<file path="src/rtl/wdisc_pkg.sv">
package wdisc_pkg;
  typedef enum logic [1:0] {
    ST_IDLE = 2'd0,
    ST_WAIT = 2'd1,
    ST_HELD = 2'd2
  } wd_state_e;
endpackage

</file>
<file path="src/rtl/wdisc_limit.sv">
module wdisc_limit #(
  parameter int AW = 10
) (
  input  logic [AW-1:0] lo_lvl,
  input  logic [AW-1:0] up_set,
  input  logic          win_mode,
  output logic [AW-1:0] hi_lim
);
  // Adds with one extra bit and clamps to full scale on carry out.
  function automatic logic [AW-1:0] sat_add(input logic [AW-1:0] a,
                                            input logic [AW-1:0] b);
    logic [AW:0] s;
    s = {1'b0, a} + {1'b0, b};
    return s[AW] ? {AW{1'b1}} : s[AW-1:0];
  endfunction

  always_comb hi_lim = win_mode ? sat_add(lo_lvl, up_set) : up_set;
endmodule

</file>
<file path="src/rtl/wdisc_cmp.sv">
module wdisc_cmp #(
  parameter int AW = 10
) (
  input  logic [AW-1:0] amp,
  input  logic [AW-1:0] lo_lvl,
  input  logic [AW-1:0] hi_lim,
  output logic          pass
);
  function automatic logic inside_win(input logic [AW-1:0] a,
                                      input logic [AW-1:0] lo,
                                      input logic [AW-1:0] hi);
    return (a > lo) && (a <= hi);
  endfunction

  always_comb pass = inside_win(amp, lo_lvl, hi_lim);
endmodule

</file>
<file path="src/rtl/wdisc_seq.sv">
module wdisc_seq #(
  parameter int DLY_CYC = 30
) (
  input  logic clk,
  input  logic rst_n,
  input  logic clr,
  input  logic stop_in,
  input  logic pass,
  output logic stop_acc,
  output logic sample_now,
  output logic in_window,
  output logic verdict_vld
);
  import wdisc_pkg::*;

  localparam int CW = (DLY_CYC < 2) ? 1 : $clog2(DLY_CYC);
  localparam logic [CW-1:0] LAST = CW'(DLY_CYC - 1);

  wd_state_e     state;
  logic [CW-1:0] cnt;

  assign stop_acc   = (state == ST_IDLE) && stop_in && !clr;
  assign sample_now = (state == ST_WAIT) && (cnt == LAST) && !clr;

  always_ff @(posedge clk or negedge rst_n) begin
    if (!rst_n) begin
      state       <= ST_IDLE;
      cnt         <= '0;
      in_window   <= 1'b0;
      verdict_vld <= 1'b0;
    end else if (clr) begin
      state       <= ST_IDLE;
      cnt         <= '0;
      in_window   <= 1'b0;
      verdict_vld <= 1'b0;
    end else begin
      verdict_vld <= 1'b0;
      case (state)
        ST_IDLE: if (stop_acc) begin
          state <= ST_WAIT;
          cnt   <= '0;
        end
        ST_WAIT: if (sample_now) begin
          state       <= ST_HELD;
          in_window   <= pass;
          verdict_vld <= 1'b1;
        end else begin
          cnt <= cnt + 1'b1;
        end
        default: state <= ST_HELD;
      endcase
    end
  end
endmodule

</file>
<file path="src/rtl/strobed_window_disc.sv">
module strobed_window_disc #(
  parameter int AW      = 10,
  parameter int DLY_CYC = 30
) (
  input  logic          clk,
  input  logic          rst_n,
  input  logic          clr,
  input  logic          stop_in,
  input  logic          win_mode,
  input  logic [AW-1:0] amp,
  input  logic [AW-1:0] lo_lvl,
  input  logic [AW-1:0] up_set,
  output logic          in_window,
  output logic          verdict_vld
);
  logic [AW-1:0] hi_lim;
  logic          pass;
  logic          stop_acc;
  logic          sample_now;

  wdisc_limit #(.AW(AW)) u_limit (
    .lo_lvl(lo_lvl), .up_set(up_set), .win_mode(win_mode), .hi_lim(hi_lim)
  );

  wdisc_cmp #(.AW(AW)) u_cmp (
    .amp(amp), .lo_lvl(lo_lvl), .hi_lim(hi_lim), .pass(pass)
  );

  wdisc_seq #(.DLY_CYC(DLY_CYC)) u_seq (
    .clk(clk), .rst_n(rst_n), .clr(clr), .stop_in(stop_in), .pass(pass),
    .stop_acc(stop_acc), .sample_now(sample_now),
    .in_window(in_window), .verdict_vld(verdict_vld)
  );
endmodule

</file>
<file path="config.mk">
export PLATFORM = sky130hd
export DESIGN_NAME = strobed_window_disc
export DESIGN_NICKNAME = d
export VERILOG_FILES = /design/src/rtl/wdisc_pkg.sv /design/src/rtl/wdisc_limit.sv /design/src/rtl/wdisc_cmp.sv /design/src/rtl/wdisc_seq.sv /design/src/rtl/strobed_window_disc.sv
export SDC_FILE = /design/constraint.sdc
export NUM_CORES = 1
export LEC_CHECK = 0
export BUFFER_PORTS_ARGS = -buffer_cell sky130_fd_sc_hd__buf_4
export CAP_MARGIN = 15
export CORE_MARGIN = 2
export CORE_UTILIZATION = 55
export CTS_CLUSTER_SIZE = 8
export DETAILED_ROUTE_END_ITERATION = 16
export PLACE_DENSITY = 0.83
export SYNTH_ARGS = -nofsm -noshare
export SYNTH_HDL_FRONTEND = slang
export SYNTH_SLANG_ARGS = --single-unit
</file>
<file path="constraint.sdc">
create_clock -name clk -period 4.75 [get_ports clk]
set_input_delay 0.95 -clock clk [delete_from_list [all_inputs] [get_ports clk]]
set_output_delay 0.95 -clock clk [all_outputs]
set_load 0.005 [all_outputs]
</file>
==> results.py, run 1 <==
metrics = {
    "detailed_routing": {
        "ant_nets": 0,
        "post_drt_wl_per_cell_um": 14.3,
        "first_iter_violations": 34,
        "drc": 0,
        "viasPerCell": 5.98,
        "wirelength_mm": 3.40,
        "dr.pass1.iters": 4,
        "num_vias": 1417,
    },
    "worst_setup_path": {
        "critical-path-top-delay-family": "compound AO/OA/AOI/OAI gates",
        "path_buf_inv": 2,
        "endpoint_kind": "register",
        "cp_slowest_cell": "fa_1",
        "cp_common_cell": "ha_1",
        "r2r_slack_ps": 2970,
        "cp_data_arrival_time_ps": 3960,
        "crit_fanout": 9,
        "start_kind": "primary input",
        "worst-setup-path-type": "primary input to register",
        "slowest_delay_ps": 390,
        "critPathRequiredTime_ps": 4960,
        "path_cells": "buf_4 -> ha_1 -> inv_1 -> fa_1 -> nand2b_1 -> a211oi_2 -> nor2_2 -> o31ai_4 -> o22ai_1 -> ha_1 -> a211oi_1 -> nor2_1 -> o41ai_1 -> a41o_1",
    },
    "die": {
        "core_mm2": 0.00245,
        "die_w_um": 54.7,
        "die_h_um": 54.7,
        "dieArea_mm2": 0.00300,
        "boundaryPins": 37,
        "rows": 18,
        "initial_utilization_pct": 57.7,
    },
    "place": {
        "dpl_cell_area_mm2": 0.00172,
        "portBuffers": 36,
        "place_congestion": 0.842,
        "place_inst": 233,
        "dp_slack_ps": 724,
        "dp_hpwl_mm": 3.00,
    },
    "timing": {
        "clock_skew_ps": 9.86,
        "hold_slack_ps": 493,
        "fin_crit_sh_pct": 79.0,
        "setup_viol": 0,
        "layout_min_cycle_time_ps": 3750,
        "rsz0062_at_grt": "false",
        "slew_headroom_pct": 65.1,
        "finalSetupTns_ps": 0,
        "timing.fmax_mhz": 267,
        "hold_viol": 0,
        "maxSlewViolCount": 0,
        "worst_pin_slew_ps": 523,
        "fin_ws_ps": 999,
    },
    "outcome": {
        "status": "finished, final reports clean",
    },
    "cells_and_area": {
        "areaGrowthSynthToFinish_pct": 23.1,
        "layout_common_cells": "buf_4, ha_1, inv_1",
        "fin_cells": 237,
        "final_common_cell": "buf_4",
        "nFillCells": 205,
        "final_area_mm2": 0.00174,
        "drive_gt1_share_pct": 21.7,
        "nets": 276,
        "diodes": 0,
    },
    "power": {
        "peakVddDrop_uv": 166,
        "power_leakage_nw": 0.901,
        "power.density_mw_per_mm2": 168,
    },
    "clocking": {
        "tritoncts": "built",
        "htreeDepth": 1,
        "clk_pin_slew_ps": 60,
        "cts_resized": 0,
        "cts-hold-fix-buffers": 0,
        "cts.path.max_buffers": 2,
        "cts_setup_buffers": 0,
        "clk_latency_ps": 270,
        "cts_sinks": 9,
        "cts_made_buffers": 3,
        "root_buffer": "clkbuf_4",
    },
    "global_routing": {
        "grt_start_max_net_pins": 12,
        "grt_pass1_wl_mm": 5.36,
        "gr-total-overflow": 0,
        "grt_pass1_vias": 1349,
        "gr-usage-all-layers_pct": 24.7,
        "antenna_found_initial": 0,
    },
    "synthesis": {
        "synth_ff_type": "dfrtp_1",
        "ys.warnings.count": 0,
        "async_flop_share_pct": 100,
        "synth_seq_cells": 9,
        "ys_types": 37,
        "ys_seq_area_share_pct": 15.9,
        "avgSynthCellArea_um2": 8.38,
        "synthesis.area_mm2": 0.00142,
        "synth_cells": 169,
        "synth-edff-count": 0,
        "syn_nets": 237,
    },
    "job": {
        "max_cap_violations": 0,
    },
    "min_path": {
        "hold_path.class": "primary input to async pin",
    },
}
==> power breakdown <==
part | total [mW] | switching (mW) | internal [mW]
Combinational | 0.154 | 0.0798 | 0.0745
Sequential | 0.0798 | 0.00167 | 0.0781
Clock | 0.0592 | 0.0268 | 0.0324
Total | 0.293 | 0.108 | 0.185
==> flip-flops by register name (all words and copies together) (netlist names) <==
register / flops
u_seq.in_window: 1
u_seq.state: 2
u_seq.cnt: 5
u_seq.verdict_vld: 1
==> worst paths after layout <==
| check | start | to | cells past startpoint |
|---|---|---|---|
| min reg2reg | u_seq.state[1]$_DFFE_PN0P_ | u_seq.verdict_vld$_DFF_PN0_ | 1 |
| min in group clk | u_seq.state[1]$_DFFE_PN0P_ | u_seq.verdict_vld$_DFF_PN0_ | 1 |
| max in group asynchronous | rst_n | u_seq.cnt[4]$_DFFE_PN0P_ | 1 |
| max | up_set[0] | u_seq.in_window$_DFFE_PN0P_ | 14 |
| min | rst_n | u_seq.state[0]$_DFFE_PN0P_ | 1 |
| max reg2reg | u_seq.cnt[0]$_DFFE_PN0P_ | u_seq.cnt[4]$_DFFE_PN0P_ | 6 |
==> per-stage QoR <==
step | utilization, % | power (mW)
3_5_place_dp | 69.9 | 0.235
6_report | 71.0 | 0.293
3_3_place_gp | 69.9 | 0.227
2_1_floorplan | - | 0.183
4_1_cts | 71.0 | 0.295
5_1_grt | 71.0 | 0.317
==> per-layer routing <==
layer | wire length [um] | GRT usage, % | vias up
li1 | - | - | 708
met1 | 1460 | 29.7 | 675
met2 | 1790 | 46.0 | 32
met3 | 141 | 5.19 | 2
met4 | 8 | 2.08 | 0
met5 | 0 | 0 | -
==> Yosys cell counts, types with 2 or more instances <==
cell       number  area share [%]
and3_1          3             1.3
clkbuf_1        2            0.53
o2111ai_1       2             1.2
nand2_1         5             1.3
xor2_1          5             3.1
o22ai_1         7             3.1
nand4_1         5             2.2
mux2i_1         3             2.1
nand2b_1        4             1.8
nor3_1          4             1.4
a21oi_1        13             4.6
o21ai_0         4             1.4
ha_1           32              28
nand3_1         4             1.4
nor2_1         16             4.2
dfrtp_1         9              16
xnor2_1         4             2.5
a21o_1          4             2.1
a211oi_1        7             3.7
inv_1          19             5.0
==> final cells by class <==
class | count | area (um^2) | share of cell area (%)
inverter | 19 | 71.3 | 4.09
sequential | 9 | 225 | 12.9
timing repair buffer | 36 | 270 | 15.5
multi-input combinational | 139 | 1110 | 63.8
clock buffer | 4 | 26.3 | 1.51
tap | 30 | 37.5 | 2.15
==> kinds of logic after synthesis <==
| logic type | count (synthesis) | share of synthesized area, % |
|---|---|---|
| adder cells (fa/ha/maj) | 33 | 29.7 |
| buffers and inverters | 21 | 5.57 |
| AND/OR/NAND/NOR | 46 | 16.2 |
| AO/OA/AOI/OAI | 47 | 24.2 |
| XOR/XNOR | 9 | 5.56 |
| multiplexers | 4 | 2.92 |
| flip-flops | 9 | 15.9 |
No activity file was read; power rests on OpenSTA's default activity.
==> run 2, diff against run 1 <==
--- a/config.mk
+++ b/config.mk
@@ -8,10 +8,10 @@
 export BUFFER_PORTS_ARGS = -buffer_cell sky130_fd_sc_hd__buf_4
 export CAP_MARGIN = 15
 export CORE_MARGIN = 2
-export CORE_UTILIZATION = 55
+export CORE_UTILIZATION = 48
 export CTS_CLUSTER_SIZE = 8
 export DETAILED_ROUTE_END_ITERATION = 16
-export PLACE_DENSITY = 0.83
+export PLACE_DENSITY = 0.76
 export SYNTH_ARGS = -nofsm -noshare
 export SYNTH_HDL_FRONTEND = slang
 export SYNTH_SLANG_ARGS = --single-unit
==> constraint.sdc (replaced) <==
create_clock -name clk -period 3.1 [get_ports clk]
set_input_delay 0.62 -clock clk [delete_from_list [all_inputs] [get_ports clk]]
set_output_delay 0.62 -clock clk [all_outputs]
set_load 0.005 [all_outputs]
==> run 2 against run 1 <==
Net effect: the run now ends with setup timing left; cell count is 15% higher; critical path depth increased by 2; wire length rose by 17%; total power increased by 82%; die area increased by 13%; first-iteration DRC count is 50% higher; final area up 21%; critical path type unchanged; critical endpoint unchanged; largest power group unchanged.
==> results.py, run 2 (synthesized netlist as in run 1, its figures left out) <==
metrics = {
    "outcome": {
        "status": "complete, but fails checks",
        "violations": "setup timing",
    },
    "detailed_routing": {
        "met2RoutedLength_mm": 1.95,
        "topRoutingLayerUsed": "met4",
        "dr.pass1.iters": 4,
        "post_drt_wl_per_cell_um": 14.6,
        "dr_wl_met3_um": 175,
        "ant_nets": 0,
        "viasPerCell": 5.79,
        "wirelength_mm": 3.99,
        "first_iter_violations": 51,
        "num_vias": 1581,
        "wl_met1_mm": 1.78,
        "drc": 0,
    },
    "timing": {
        "slew_headroom_pct": 68.2,
        "timing.fmax_mhz": 322,
        "layout_min_cycle_time_ps": 3110,
        "fin_crit_sh_pct": 100,
        "maxSlewViolCount": 0,
        "clock_skew_ps": 9.09,
        "finalSetupTns_ps": -9.94,
        "rsz0062_at_grt": "true",
        "fin_ws_ps": -9.94,
        "worst_pin_slew_ps": 475,
        "hold_viol": 0,
        "hold_slack_ps": 164,
        "setup_viol": 1,
    },
    "global_routing": {
        "antenna_found_initial": 0,
        "gr-usage-all-layers_pct": 23.9,
        "grt_pass1_wl_mm": 6.48,
        "grt_pass1_vias": 1635,
        "gr-total-overflow": 0,
        "grt_start_max_net_pins": 12,
    },
    "power": {
        "power_leakage_nw": 1.09,
        "seq_power_share_pct": 23.0,
        "p_sw_mw": 0.194,
        "p_int_mw": 0.340,
        "p_comb_share_pct": 60.1,
        "power.density_mw_per_mm2": 253,
        "power_frac_clock_pct": 16.9,
        "power_mw": 0.534,
        "switching_share_pct": 36.3,
        "peakVddDrop_uv": 301,
    },
    "place": {
        "place_inst": 264,
        "portBuffers": 36,
        "place_congestion": 0.942,
        "dpl_cell_area_mm2": 0.00197,
        "dp_slack_ps": -368,
        "dp_hpwl_mm": 3.31,
    },
    "die": {
        "dieArea_mm2": 0.00340,
        "die_h_um": 58.3,
        "die_w_um": 58.3,
        "rows": 19,
        "core_mm2": 0.00278,
        "initial_utilization_pct": 50.9,
        "boundaryPins": 37,
    },
    "clocking": {
        "cts-hold-fix-buffers": 0,
        "clk_latency_ps": 260,
        "tritoncts": "built",
        "cts_sinks": 9,
        "cts.path.max_buffers": 2,
        "htreeDepth": 1,
        "cts_made_buffers": 3,
        "root_buffer": "clkbuf_4",
        "clk_pin_slew_ps": 60,
    },
    "cells_and_area": {
        "final_area_mm2": 0.00211,
        "drive_gt1_share_pct": 38.8,
        "nFillCells": 206,
        "fin_cells": 273,
        "diodes": 0,
        "top_register": "u_seq.cnt",
        "layout_common_cells": "buf_4, ha_1, inv_1",
        "largest_reg_flops": 5,
        "nets": 311,
        "areaGrowthSynthToFinish_pct": 48.9,
        "utilization_pct": 75.8,
        "reg_top3": "u_seq.cnt: 5 flops, u_seq.state: 2 flops",
        "final_common_cell": "buf_4",
    },
    "worst_setup_path": {
        "r2r-end": "u_seq.cnt[4]$_DFFE_PN0P_",
        "cp_slowest_cell": "fa_2",
        "endpoint_kind": "register",
        "ff2ff_path_depth": 6,
        "slowest_delay_ps": 330,
        "r2r-start": "u_seq.cnt[0]$_DFFE_PN0P_",
        "crit_fanout": 5,
        "critPathRequiredTime_ps": 3310,
        "worst-setup-path-type": "primary input to register",
        "path_cells": "buf_8 -> ha_4 -> inv_2 -> fa_2 -> nand2b_4 -> a211oi_4 -> nor2_2 -> o31ai_4 -> buf_6 -> o22ai_2 -> ha_1 -> a21o_1 -> nand3_2 -> a21oi_2 -> o41ai_2 -> a41o_1",
        "cp_data_arrival_time_ps": 3320,
        "start_kind": "primary input",
        "r2r_slack_ps": 1270,
    },
    "job": {
        "max_cap_violations": 0,
    },
    "min_path": {
        "hold_path.class": "primary input to async pin",
    },
}
[run 2: worst max path at each step]
stage / from / end / slack [ps] / depth (start not counted)
after floorplan: lo_lvl[0] / u_seq.in_window$_DFFE_PN0P_ / -110 / 13
after global placement: lo_lvl[0] / u_seq.in_window$_DFFE_PN0P_ / -240 / 15
after detailed placement: lo_lvl[0] / u_seq.in_window$_DFFE_PN0P_ / -370 / 15
after CTS: lo_lvl[0] / u_seq.in_window$_DFFE_PN0P_ / 2 / 15
after global routing: up_set[0] / u_seq.in_window$_DFFE_PN0P_ / -110 / 16
final: up_set[0] / u_seq.in_window$_DFFE_PN0P_ / -10 / 16
[run 2: power groups by stage]
stage,Combinational [mW],Clock [mW],Sequential (mW)
finish,0.321,0.0904,0.122
global route,0.351,0.100,0.123
CTS,0.292,0.0933,0.122
detailed placement,0.286,0,0.124
global placement,0.274,0,0.124
floorplan,0.162,0,0.124
[run 2: repair_timing]
item / in CTS / in global routing
resized for setup: 3 / 12
hold endpoints to repair: 0 / 0
buffers inserted: 0 / 5
pin swaps: 1 / 15
setup endpoints to repair: 1 / 1
[run 2: cell type report]
cell class | instances | area (um^2) | area share (%)
timing repair buffer | 71 | 552 | 26.2
tap | 31 | 38.8 | 1.84
clock buffer | 4 | 26.3 | 1.25
inverter | 19 | 71.3 | 3.38
sequential | 9 | 225 | 10.7
multi-input combinational | 139 | 1200 | 56.7
[run 2: critical path, delay by kind of cell]
kind                       cells  cell delay, ps
adders and majority gates      3             780
buffers and inverters          3             280
AOI/OAI and AO/OA              7            1320
and+or+nand+nor                3             330
[run 2: metal layers]
layer / vias up / GRT usage [%]
met3: 11 / 3.96
met2: 52 / 42.1
met4: 0 / 6.98
met5: - / 0
met1: 742 / 29.9
li1: 776 / -
==> run 3, diff against run 2 <==
--- a/config.mk
+++ b/config.mk
@@ -7,6 +7,7 @@
 export LEC_CHECK = 0
 export BUFFER_PORTS_ARGS = -buffer_cell sky130_fd_sc_hd__buf_4
 export CAP_MARGIN = 15
+export CORE_ASPECT_RATIO = 1.75
 export CORE_MARGIN = 2
 export CORE_UTILIZATION = 48
 export CTS_CLUSTER_SIZE = 8
==> run 3 against run 2 <==
Net effect: the flow still finishes with violations (setup timing); worst hold slack gained 40 ps; global-route usage is 2.4 points higher; flip-flop and latch count is the same; register-to-register slack worse by 80 ps; wire length rose by 6.7%; fmax is 0.20% higher; largest cell class unchanged; highest routed layer unchanged.
==> results.py, run 3 (synthesized netlist as in run 1, its figures left out) <==
metrics = {
    "min_path": {
        "hold_path.class": "primary input to async pin",
    },
    "cells_and_area": {
        "utilization_pct": 72.8,
        "final_area_mm2": 0.00208,
        "areaGrowthSynthToFinish_pct": 47.2,
        "reg_top3": "u_seq.cnt: 5 flops, u_seq.state: 2 flops",
        "diodes": 0,
        "nets": 309,
        "top_register": "u_seq.cnt",
        "final_common_cell": "buf_4",
        "layout_common_cells": "buf_4, ha_1, inv_1",
        "largest_reg_flops": 5,
        "fin_cells": 268,
        "drive_gt1_share_pct": 36.3,
    },
    "timing": {
        "rsz0062_at_grt": "true",
        "slew_headroom_pct": 65.5,
        "fin_crit_sh_pct": 100,
        "hold_viol": 0,
        "hold_slack_ps": 204,
        "clock_skew_ps": 3.13,
        "layout_min_cycle_time_ps": 3100,
        "setup_viol": 1,
        "maxSlewViolCount": 0,
        "worst_pin_slew_ps": 514,
        "timing.fmax_mhz": 322,
        "finalSetupTns_ps": -3.85,
        "fin_ws_ps": -3.85,
    },
    "die": {
        "dieArea_mm2": 0.00342,
        "die_w_um": 45.1,
        "boundaryPins": 37,
        "rows": 26,
        "initial_utilization_pct": 49.5,
        "die_h_um": 75.9,
        "core_mm2": 0.00286,
    },
    "global_routing": {
        "grt_pass1_vias": 1624,
        "grt_pass1_wl_mm": 6.71,
        "antenna_found_initial": 0,
        "grt_start_max_net_pins": 12,
        "gr-total-overflow": 0,
        "gr-usage-all-layers_pct": 26.3,
    },
    "worst_setup_path": {
        "endpoint_kind": "register",
        "critPathRequiredTime_ps": 3270,
        "r2r_slack_ps": 1190,
        "path_cells": "buf_6 -> ha_4 -> inv_2 -> fa_2 -> nand2b_4 -> a211oi_4 -> nor2_4 -> o31ai_4 -> buf_6 -> o22ai_2 -> ha_1 -> a21o_1 -> nand3_1 -> a21oi_1 -> o41ai_1 -> a41o_1",
        "start_kind": "primary input",
        "worst-setup-path-type": "primary input to register",
        "slowest_delay_ps": 350,
        "cp_common_cell": "buf_6",
        "ff2ff_path_depth": 7,
        "cp_data_arrival_time_ps": 3270,
        "cp_slowest_cell": "fa_2",
        "r2r-end": "u_seq.cnt[4]$_DFFE_PN0P_",
        "r2r-start": "u_seq.cnt[1]$_DFFE_PN0P_",
        "crit_fanout": 6,
    },
    "job": {
        "max_cap_violations": 0,
    },
    "place": {
        "place_congestion": 0.918,
        "portBuffers": 36,
        "dpl_cell_area_mm2": 0.00199,
        "dp_slack_ps": -369,
        "place_inst": 264,
        "dp_hpwl_mm": 3.67,
    },
    "detailed_routing": {
        "drc": 0,
        "num_vias": 1569,
        "wirelength_mm": 4.26,
        "ant_nets": 0,
        "post_drt_wl_per_cell_um": 15.9,
        "dr.pass1.iters": 4,
        "viasPerCell": 5.85,
        "first_iter_violations": 41,
    },
    "clocking": {
        "cts_sinks": 9,
        "cts_made_buffers": 3,
        "clk_pin_slew_ps": 50,
        "cts_setup_buffers": 0,
        "htreeDepth": 1,
        "cts.path.max_buffers": 2,
        "clk_latency_ps": 230,
        "tritoncts": "built",
        "root_buffer": "clkbuf_8",
        "cts-hold-fix-buffers": 0,
    },
    "outcome": {
        "status": "complete, but fails checks",
        "violations": "setup timing",
    },
    "power": {
        "power.density_mw_per_mm2": 269,
        "power_leakage_nw": 1.09,
        "power_mw": 0.561,
        "peakVddDrop_uv": 278,
    },
}
[run 3: worst max path at each step]
stage | startpoint | end | slack [ps]
after floorplan | lo_lvl[0] | u_seq.in_window$_DFFE_PN0P_ | -110
after global placement | lo_lvl[0] | u_seq.in_window$_DFFE_PN0P_ | -300
after detailed placement | lo_lvl[0] | u_seq.in_window$_DFFE_PN0P_ | -370
after CTS | lo_lvl[0] | u_seq.in_window$_DFFE_PN0P_ | 5
after global routing | lo_lvl[0] | u_seq.in_window$_DFFE_PN0P_ | -130
final | lo_lvl[0] | u_seq.in_window$_DFFE_PN0P_ | -4
[run 3: power breakdown]
part	internal, mW	switching [mW]	total (mW)
sequential	0.120	0.00308	0.123
combinational	0.161	0.144	0.305
clock	0.0875	0.0449	0.132
[run 3: repair_timing]
item / in CTS / in global routing
resized for setup: 8 / 1
hold endpoints to repair: 0 / 0
pin swaps: 3 / 1
endpoints found under the setup margin: 1 / 1
[run 3: routing by layer]
metal	global-route usage, %	wire length [um]
met1	24.3	1460
met2	55.6	2540
met3	0.711	143
met4	11.1	121
met5	0	0
[run 3: final cells by class]
type                            count  area [um^2]
Multi-Input combinational cell    139         1180
Fill cell                         230          778
Inverter                           19         71.3
Sequential cell                     9          225
Timing Repair Buffer               69          529
Clock inverter                      1         5.00
Tap cell                           28         35.0
Clock buffer                        3         41.3
[run 3: critical path: cells and delay by family]
kind            cells  cell delay [ps]
fa+ha+maj           3              770
simple gates        3              300
compound gates      7             1300
buf+inv             3              270
